`src/rtl/dcfill_pkg.sv`:
```
package dcfill_pkg;
  typedef enum logic [1:0] {
    FILL_ZERO = 2'b00,
    FILL_ONE  = 2'b01,
    FILL_ADJ  = 2'b10,
    FILL_RAND = 2'b11
  } fill_mode_e;
endpackage

```
`src/rtl/dcfill_rst_sync.sv`:
```
module dcfill_rst_sync #(
  parameter int STAGES = 2
) (
  input  logic clk,
  input  logic rst_n,
  output logic rst_n_sync
);
  logic [STAGES-1:0] sync_q;

  always_ff @(posedge clk or negedge rst_n) begin
    if (!rst_n) sync_q <= '0;
    else        sync_q <= {sync_q[STAGES-2:0], 1'b1};
  end

  assign rst_n_sync = sync_q[STAGES-1];
endmodule

```
`src/rtl/dcfill_lfsr.sv`:
```
module dcfill_lfsr #(
  parameter int          W    = 16,
  parameter logic [W-1:0] TAPS = 16'hB400,
  parameter logic [W-1:0] SEED = 16'hACE1
) (
  input  logic clk,
  input  logic rst_n,
  input  logic step,
  output logic rnd_bit
);
  logic [W-1:0] state_q, state_d, tap_bits;
  logic         fb;

  genvar gi;
  generate
    for (gi = 0; gi < W; gi++) begin : g_tap
      assign tap_bits[gi] = TAPS[gi] & state_q[gi];
    end
  endgenerate

  assign fb = ^tap_bits;

  always_comb begin
    state_d = state_q;
    if (step) state_d = {state_q[W-2:0], fb};
  end

  always_ff @(posedge clk or negedge rst_n) begin
    if (!rst_n) state_q <= SEED;
    else        state_q <= state_d;
  end

  assign rnd_bit = state_q[W-1];

  // a maximal-length register never falls into the all-zero lock state
  p_lfsr_nonzero_r6: assert property (@(posedge clk) disable iff (!rst_n)
    state_q != '0);

  // the register moves only when a random fill consumes a bit
  p_lfsr_hold_r6: assert property (@(posedge clk) disable iff (!rst_n)
    !step |=> $stable(state_q));
endmodule

```
`src/rtl/dcfill_mode_ctl.sv`:
```
module dcfill_mode_ctl
  import dcfill_pkg::*;
(
  input  logic       clk,
  input  logic       rst_n,
  input  logic       fire,
  input  logic       sop,
  input  logic       care,
  input  logic       data,
  input  logic [1:0] mode_sel,
  output fill_mode_e eff_mode,
  output logic       hold_val
);
  fill_mode_e mode_q, mode_d;
  logic       hold_q, hold_d;

  assign eff_mode = sop ? fill_mode_e'(mode_sel) : mode_q;
  assign hold_val = sop ? 1'b0 : hold_q;

  always_comb begin
    mode_d = mode_q;
    hold_d = hold_q;
    if (fire) begin
      mode_d = eff_mode;
      hold_d = care ? data : hold_val;
    end
  end

  always_ff @(posedge clk or negedge rst_n) begin
    if (!rst_n) begin
      mode_q <= FILL_ZERO;
      hold_q <= 1'b0;
    end else begin
      mode_q <= mode_d;
      hold_q <= hold_d;
    end
  end

  // the policy only changes on an accepted pattern-start beat
  p_mode_latch_r7: assert property (@(posedge clk) disable iff (!rst_n)
    !(fire && sop) |=> $stable(mode_q));

  // a don't-care pattern start leaves the adjacent hold at 0
  p_hold_clear_r5: assert property (@(posedge clk) disable iff (!rst_n)
    (fire && sop && !care) |=> (hold_q == 1'b0));
endmodule

```
`src/rtl/dcfill_outreg.sv`:
```
module dcfill_outreg (
  input  logic clk,
  input  logic rst_n,
  input  logic in_valid,
  input  logic in_value,
  output logic in_ready,
  output logic out_valid,
  input  logic out_ready,
  output logic out_bit
);
  logic vld_q, vld_d, bit_q, bit_d, take;

  assign in_ready = !vld_q || out_ready;
  assign take     = in_valid && in_ready;

  always_comb begin
    vld_d = vld_q;
    bit_d = bit_q;
    if (take) begin
      vld_d = 1'b1;
      bit_d = in_value;
    end else if (out_ready) begin
      vld_d = 1'b0;
    end
  end

  always_ff @(posedge clk or negedge rst_n) begin
    if (!rst_n) begin
      vld_q <= 1'b0;
      bit_q <= 1'b0;
    end else begin
      vld_q <= vld_d;
      bit_q <= bit_d;
    end
  end

  assign out_valid = vld_q;
  assign out_bit   = bit_q;

  // a stalled output beat stays put
  p_stall_hold_r8: assert property (@(posedge clk) disable iff (!rst_n)
    (out_valid && !out_ready) |=> (out_valid && $stable(out_bit)));

  // an accepted beat is presented on the next cycle
  p_accept_out_r8: assert property (@(posedge clk) disable iff (!rst_n)
    (in_valid && in_ready) |=> out_valid);
endmodule

```
`src/rtl/dcfill_unit.sv`:
```
module dcfill_unit
  import dcfill_pkg::*;
#(
  parameter int          RND_W     = 16,
  parameter logic [RND_W-1:0] RND_TAPS = 16'hB400,
  parameter logic [RND_W-1:0] RND_SEED = 16'hACE1,
  parameter int          SYNC_STAGES = 2
) (
  input  logic       clk,
  input  logic       rst_n,
  input  logic       in_valid,
  output logic       in_ready,
  input  logic       in_bit,
  input  logic       in_care,
  input  logic       in_sop,
  input  logic [1:0] mode_sel,
  output logic       out_valid,
  input  logic       out_ready,
  output logic       out_bit
);
  logic       rst_ni;
  logic       fire, rnd_step, rnd_bit, hold_val, fill_val;
  fill_mode_e eff_mode;

  dcfill_rst_sync #(.STAGES(SYNC_STAGES)) u_rst (
    .clk(clk), .rst_n(rst_n), .rst_n_sync(rst_ni)
  );

  assign fire     = in_valid && in_ready;
  assign rnd_step = fire && !in_care && (eff_mode == FILL_RAND);

  dcfill_mode_ctl u_mode (
    .clk(clk), .rst_n(rst_ni), .fire(fire), .sop(in_sop), .care(in_care),
    .data(in_bit), .mode_sel(mode_sel), .eff_mode(eff_mode), .hold_val(hold_val)
  );

  dcfill_lfsr #(.W(RND_W), .TAPS(RND_TAPS), .SEED(RND_SEED)) u_lfsr (
    .clk(clk), .rst_n(rst_ni), .step(rnd_step), .rnd_bit(rnd_bit)
  );

  always_comb begin
    if (in_care) fill_val = in_bit;
    else begin
      case (eff_mode)
        FILL_ZERO: fill_val = 1'b0;
        FILL_ONE:  fill_val = 1'b1;
        FILL_ADJ:  fill_val = hold_val;
        default:   fill_val = rnd_bit;
      endcase
    end
  end

  dcfill_outreg u_out (
    .clk(clk), .rst_n(rst_ni), .in_valid(in_valid), .in_value(fill_val),
    .in_ready(in_ready), .out_valid(out_valid), .out_ready(out_ready),
    .out_bit(out_bit)
  );

  // specified bits cross unchanged
  p_care_pass_r2: assert property (@(posedge clk) disable iff (!rst_ni)
    (fire && in_care) |=> (out_bit == $past(in_bit)));

  // zero policy yields 0 for unspecified bits
  p_zero_fill_r3: assert property (@(posedge clk) disable iff (!rst_ni)
    (fire && !in_care && eff_mode == FILL_ZERO) |=> !out_bit);

  // one policy yields 1 for unspecified bits
  p_one_fill_r4: assert property (@(posedge clk) disable iff (!rst_ni)
    (fire && !in_care && eff_mode == FILL_ONE) |=> out_bit);
endmodule

```
`config.mk`:
```
export PLATFORM = sky130hd
export DESIGN_NAME = dcfill_unit
export DESIGN_NICKNAME = d
export VERILOG_FILES = /design/src/rtl/dcfill_pkg.sv /design/src/rtl/dcfill_rst_sync.sv /design/src/rtl/dcfill_lfsr.sv /design/src/rtl/dcfill_mode_ctl.sv /design/src/rtl/dcfill_outreg.sv /design/src/rtl/dcfill_unit.sv
export SDC_FILE = /design/constraint.sdc
export NUM_CORES = 1
export LEC_CHECK = 0
export ABC_AREA = 1
export BUFFER_PORTS_ARGS = -buffer_cell sky130_fd_sc_hd__buf_4
export CORE_MARGIN = 1.5
export CORE_UTILIZATION = 55
export DETAILED_ROUTE_END_ITERATION = 12
export PLACE_DENSITY = 0.77
export REMOVE_ABC_BUFFERS = 1
export SLEW_MARGIN = 5
export SYNTH_ARGS = -nofsm -noshare
export SYNTH_HDL_FRONTEND = slang
export SYNTH_SLANG_ARGS = --single-unit
```
`constraint.sdc`:
```
create_clock -name clk -period 0.8 [get_ports clk]
set_clock_uncertainty 0.05 [all_clocks]
set_input_delay 0 -clock clk [delete_from_list [all_inputs] [get_ports clk]]
set_output_delay 0 -clock clk [all_outputs]
set_load 0.005 [all_outputs]
```
==> metrics.md <==
| Metric | Value |
|---|---|
| GRT Max-Usage Layer | `met2` |
| Synthesized cell area | `1030 µm²` |
| Worst setup margin | `-502 ps` |
| Routability cong. | `0.862` |
| Synth unique cells | `21` |
| Area growth syn-to-layout | `42.9%` |
| Avg Vias per Cell | `5.44` |
| Final Setup Violations | `24` |
| Final-report hold violation count | `2` |
| Failing checks | `hold timing, setup timing` |
| IO Count | `12` |
| Drt initial violations | `37` |
| Unrepaired setup endpoints after global routing | `yes` |
| Initial antenna violation count | `0` |
| Worst r2r path cells | `5` |
| Met1 Use GR | `32.3%` |
| Depth of the CTS H-tree | `1` |
| Initial core utilization | `59.3%` |
| Share of layout cells above drive strength 1 | `39.9%` |
| Clock Tree Buf Depth | `2` |
| Hold Path Class | `in -> reg` |
| CP Capture Type | `register` |
| Outcome | `finished, violations left` |
| Reg2reg start | `u_out.out_valid` |
| Setup Slack @ Placement | `-417 ps` |
| Post-Place Cells | `155` |
| M2 GR Usage | `43.3%` |
| Post-Layout Cell Count | `173` |
| Setup TNS | `-9050 ps` |
| Total CTS buffers | `3` |
| Period utilization | `163%` |
| Vias in the first global route | `851` |
| Routed length per instance | `16.6 µm` |
| Fmax | `768 MHz` |
| Pleak | `0.745 nW` |
| First-pass GRT wire length | `3800 µm` |
| Remaining global-route overflow | `0` |
| Core Region | `1750 µm²` |
| Yosys top cell area share | `36.3%` |
| Hold path cells | `4` |
| TritonCTS clock tree | `done` |
| CP required | `1000 ps` |
| Area contributors post-synth | `dfrtp_1, dfstp_2, nand2_1` |
| Die X | `46.4 µm` |
| Die area | `2150 µm²` |
| DPL Wire Length | `1230 µm` |
| Routed Antenna Nets | `0` |
| Min-Delay Startpoint | `in_sop` |
| VDD IR max | `1.77 mV` |
| Syn. warnings | `0` |
| Crit Path Max Fanout | `9` |
| Worst skew pair latency | `320 ps` |
| Diode count | `0` |
| Final Critical Period | `1300 ps` |
| Vias | `941` |
| Seq/Total Area, Yosys | `56.6%` |
| Slew Limit Fails | `0` |
| Mapped Cells | `114` |
| Worst path arrival time | `1500 ps` |
| End of the worst hold path | `u_mode.hold_q` |
| Cell Rows | `15` |
| Clock sink count | `23` |
| Setup crit start kind | `register` |
| Pwr dens | `1800 nW/µm²` |
| Largest net degree at the start of global routing | `22` |
| Filler instances | `82` |
| GRT Util Overall | `26.7%` |
| Root Buffer | `clkbuf_4` |
| Crit path kind | `reg -> reg` |
| Port bufs | `11` |
| Die Span Y | `46.4 µm` |
| Synth Area per Inst | `9.08 µm²` |
| Design area | `1480 µm²` |
| Final hold slack | `-18.1 ps` |
| Placed cell area | `1200 µm²` |
| Worst reg2reg path endpoint | `u_lfsr.state_q[13]` |
| Drt pass-1 iters | `4` |
| Final WL | `2870 µm` |
| Fin nets | `158` |
| Worst-path clk slew | `130 ps` |
| Synth area leader | `dfrtp_1` |
| Post-route DRC | `0` |
| Max cap viols | `0` |
| R2r setup slk | `-500 ps` |
| M3 GR Usage | `4.31%` |
| Flops & latches, synth | `23` |
## per-layer routing
metal,vias to the layer above,wire (µm)
met5,-,0
met2,34,1550
met4,0,87
li1,437,-
met3,9,105
met1,461,1130
## power by group
part / internal [W] / total, W / switching, W
registers: 0.00132 / 0.00144 / 0.000117
clock network: 0.000196 / 0.000552 / 0.000357
logic: 0.000309 / 0.000670 / 0.000361
## synth_stat cells
master and number:
nand2_1 43, o21ai_0 17, dfrtp_1 15, dfstp_2 8, inv_1 6, nand2_2 4, nand3_1 4, nor2_1 2
xnor2_1 2, xor2_1 2, a21oi_1 1, a31oi_1 1, buf_6 1, clkbuf_1 1, clkbuf_2 1, conb_1 1
inv_2 1, nand2_4 1, nand3_4 1, nor2_8 1, o21ai_1 1
## through the flow
stage	utilization [%]	power, W
after detailed placement	68.8	0.00182
after global routing	84.7	0.00275
after global placement	68.8	0.00181
after CTS	81.1	0.00252
after floorplan	-	0.00165
final	84.7	0.00266
## final cells by class
| type | instances | area, µm² | area share (%) |
|---|---|---|---|
| Clock buffer | 4 | 26.3 | 1.78 |
| Inverter | 7 | 31.3 | 2.12 |
| Multi-Input combinational cell | 84 | 509 | 34.4 |
| Sequential cell | 23 | 586 | 39.6 |
| Tap cell | 25 | 31.3 | 2.12 |
| Timing Repair Buffer | 30 | 295 | 20.0 |
## registers in the layout (all words and copies together) (netlist names)
| name | count |
|---|---|
| u_mode.hold_q | 1 |
| u_out.out_bit | 1 |
| u_mode.mode_q | 2 |
| u_rst.sync_q | 2 |
| u_out.out_valid | 1 |
| u_lfsr.state_q | 16 |
## kinds of logic after synthesis
logic type | after synthesis | synth area share (%)
AND/OR/NAND/NOR | 56 | 25.4
AO/OA/AOI/OAI | 20 | 9.79
flip-flops | 23 | 56.6
buffers and inverters | 10 | 4.47
other | 1 | 0.362
XOR/XNOR | 4 | 3.39
## worst max path at each step
stage / start / slack [ps] / endpoint / depth (start not counted)
after floorplan: u_out.out_valid / -340 / u_lfsr.state_q[0] / 5
after global placement: u_out.out_valid / -410 / u_lfsr.state_q[15] / 5
after detailed placement: u_out.out_valid / -420 / u_lfsr.state_q[0] / 5
after CTS: u_out.out_valid / -350 / u_lfsr.state_q[11] / 5
after global routing: u_out.out_valid / -530 / u_lfsr.state_q[13] / 5
final: u_out.out_valid / -500 / u_lfsr.state_q[13] / 5
## critical path, cell delays in order (launching register included)
cell and delay, ps:
dfrtp_1 440, nand2_4 140, buf_12 120, nand3_4 120, o21ai_0 250, nand2_1 110
## repair_timing
item,in CTS,in global routing
setup buffers,4,3
hold endpoints to repair,6,1
pin swaps,10,10
hold buffers,3,1
setup endpoints to repair,24,24
resized for setup,23,12
gates cloned,3,0
## layout by cell type (no fill, tap or decap), drive strengths merged
cell         count
dfstp            8
xnor2            2
inv              7
buf             26
conb             1
clkbuf           4
a31oi            1
o21ai           18
nand2           48
dlygate4sd3      4
dfrtp           15
nand3            7
nor2             4
a21oi            1
xor2             2
Note: power is estimated with default switching activity, not from simulation.
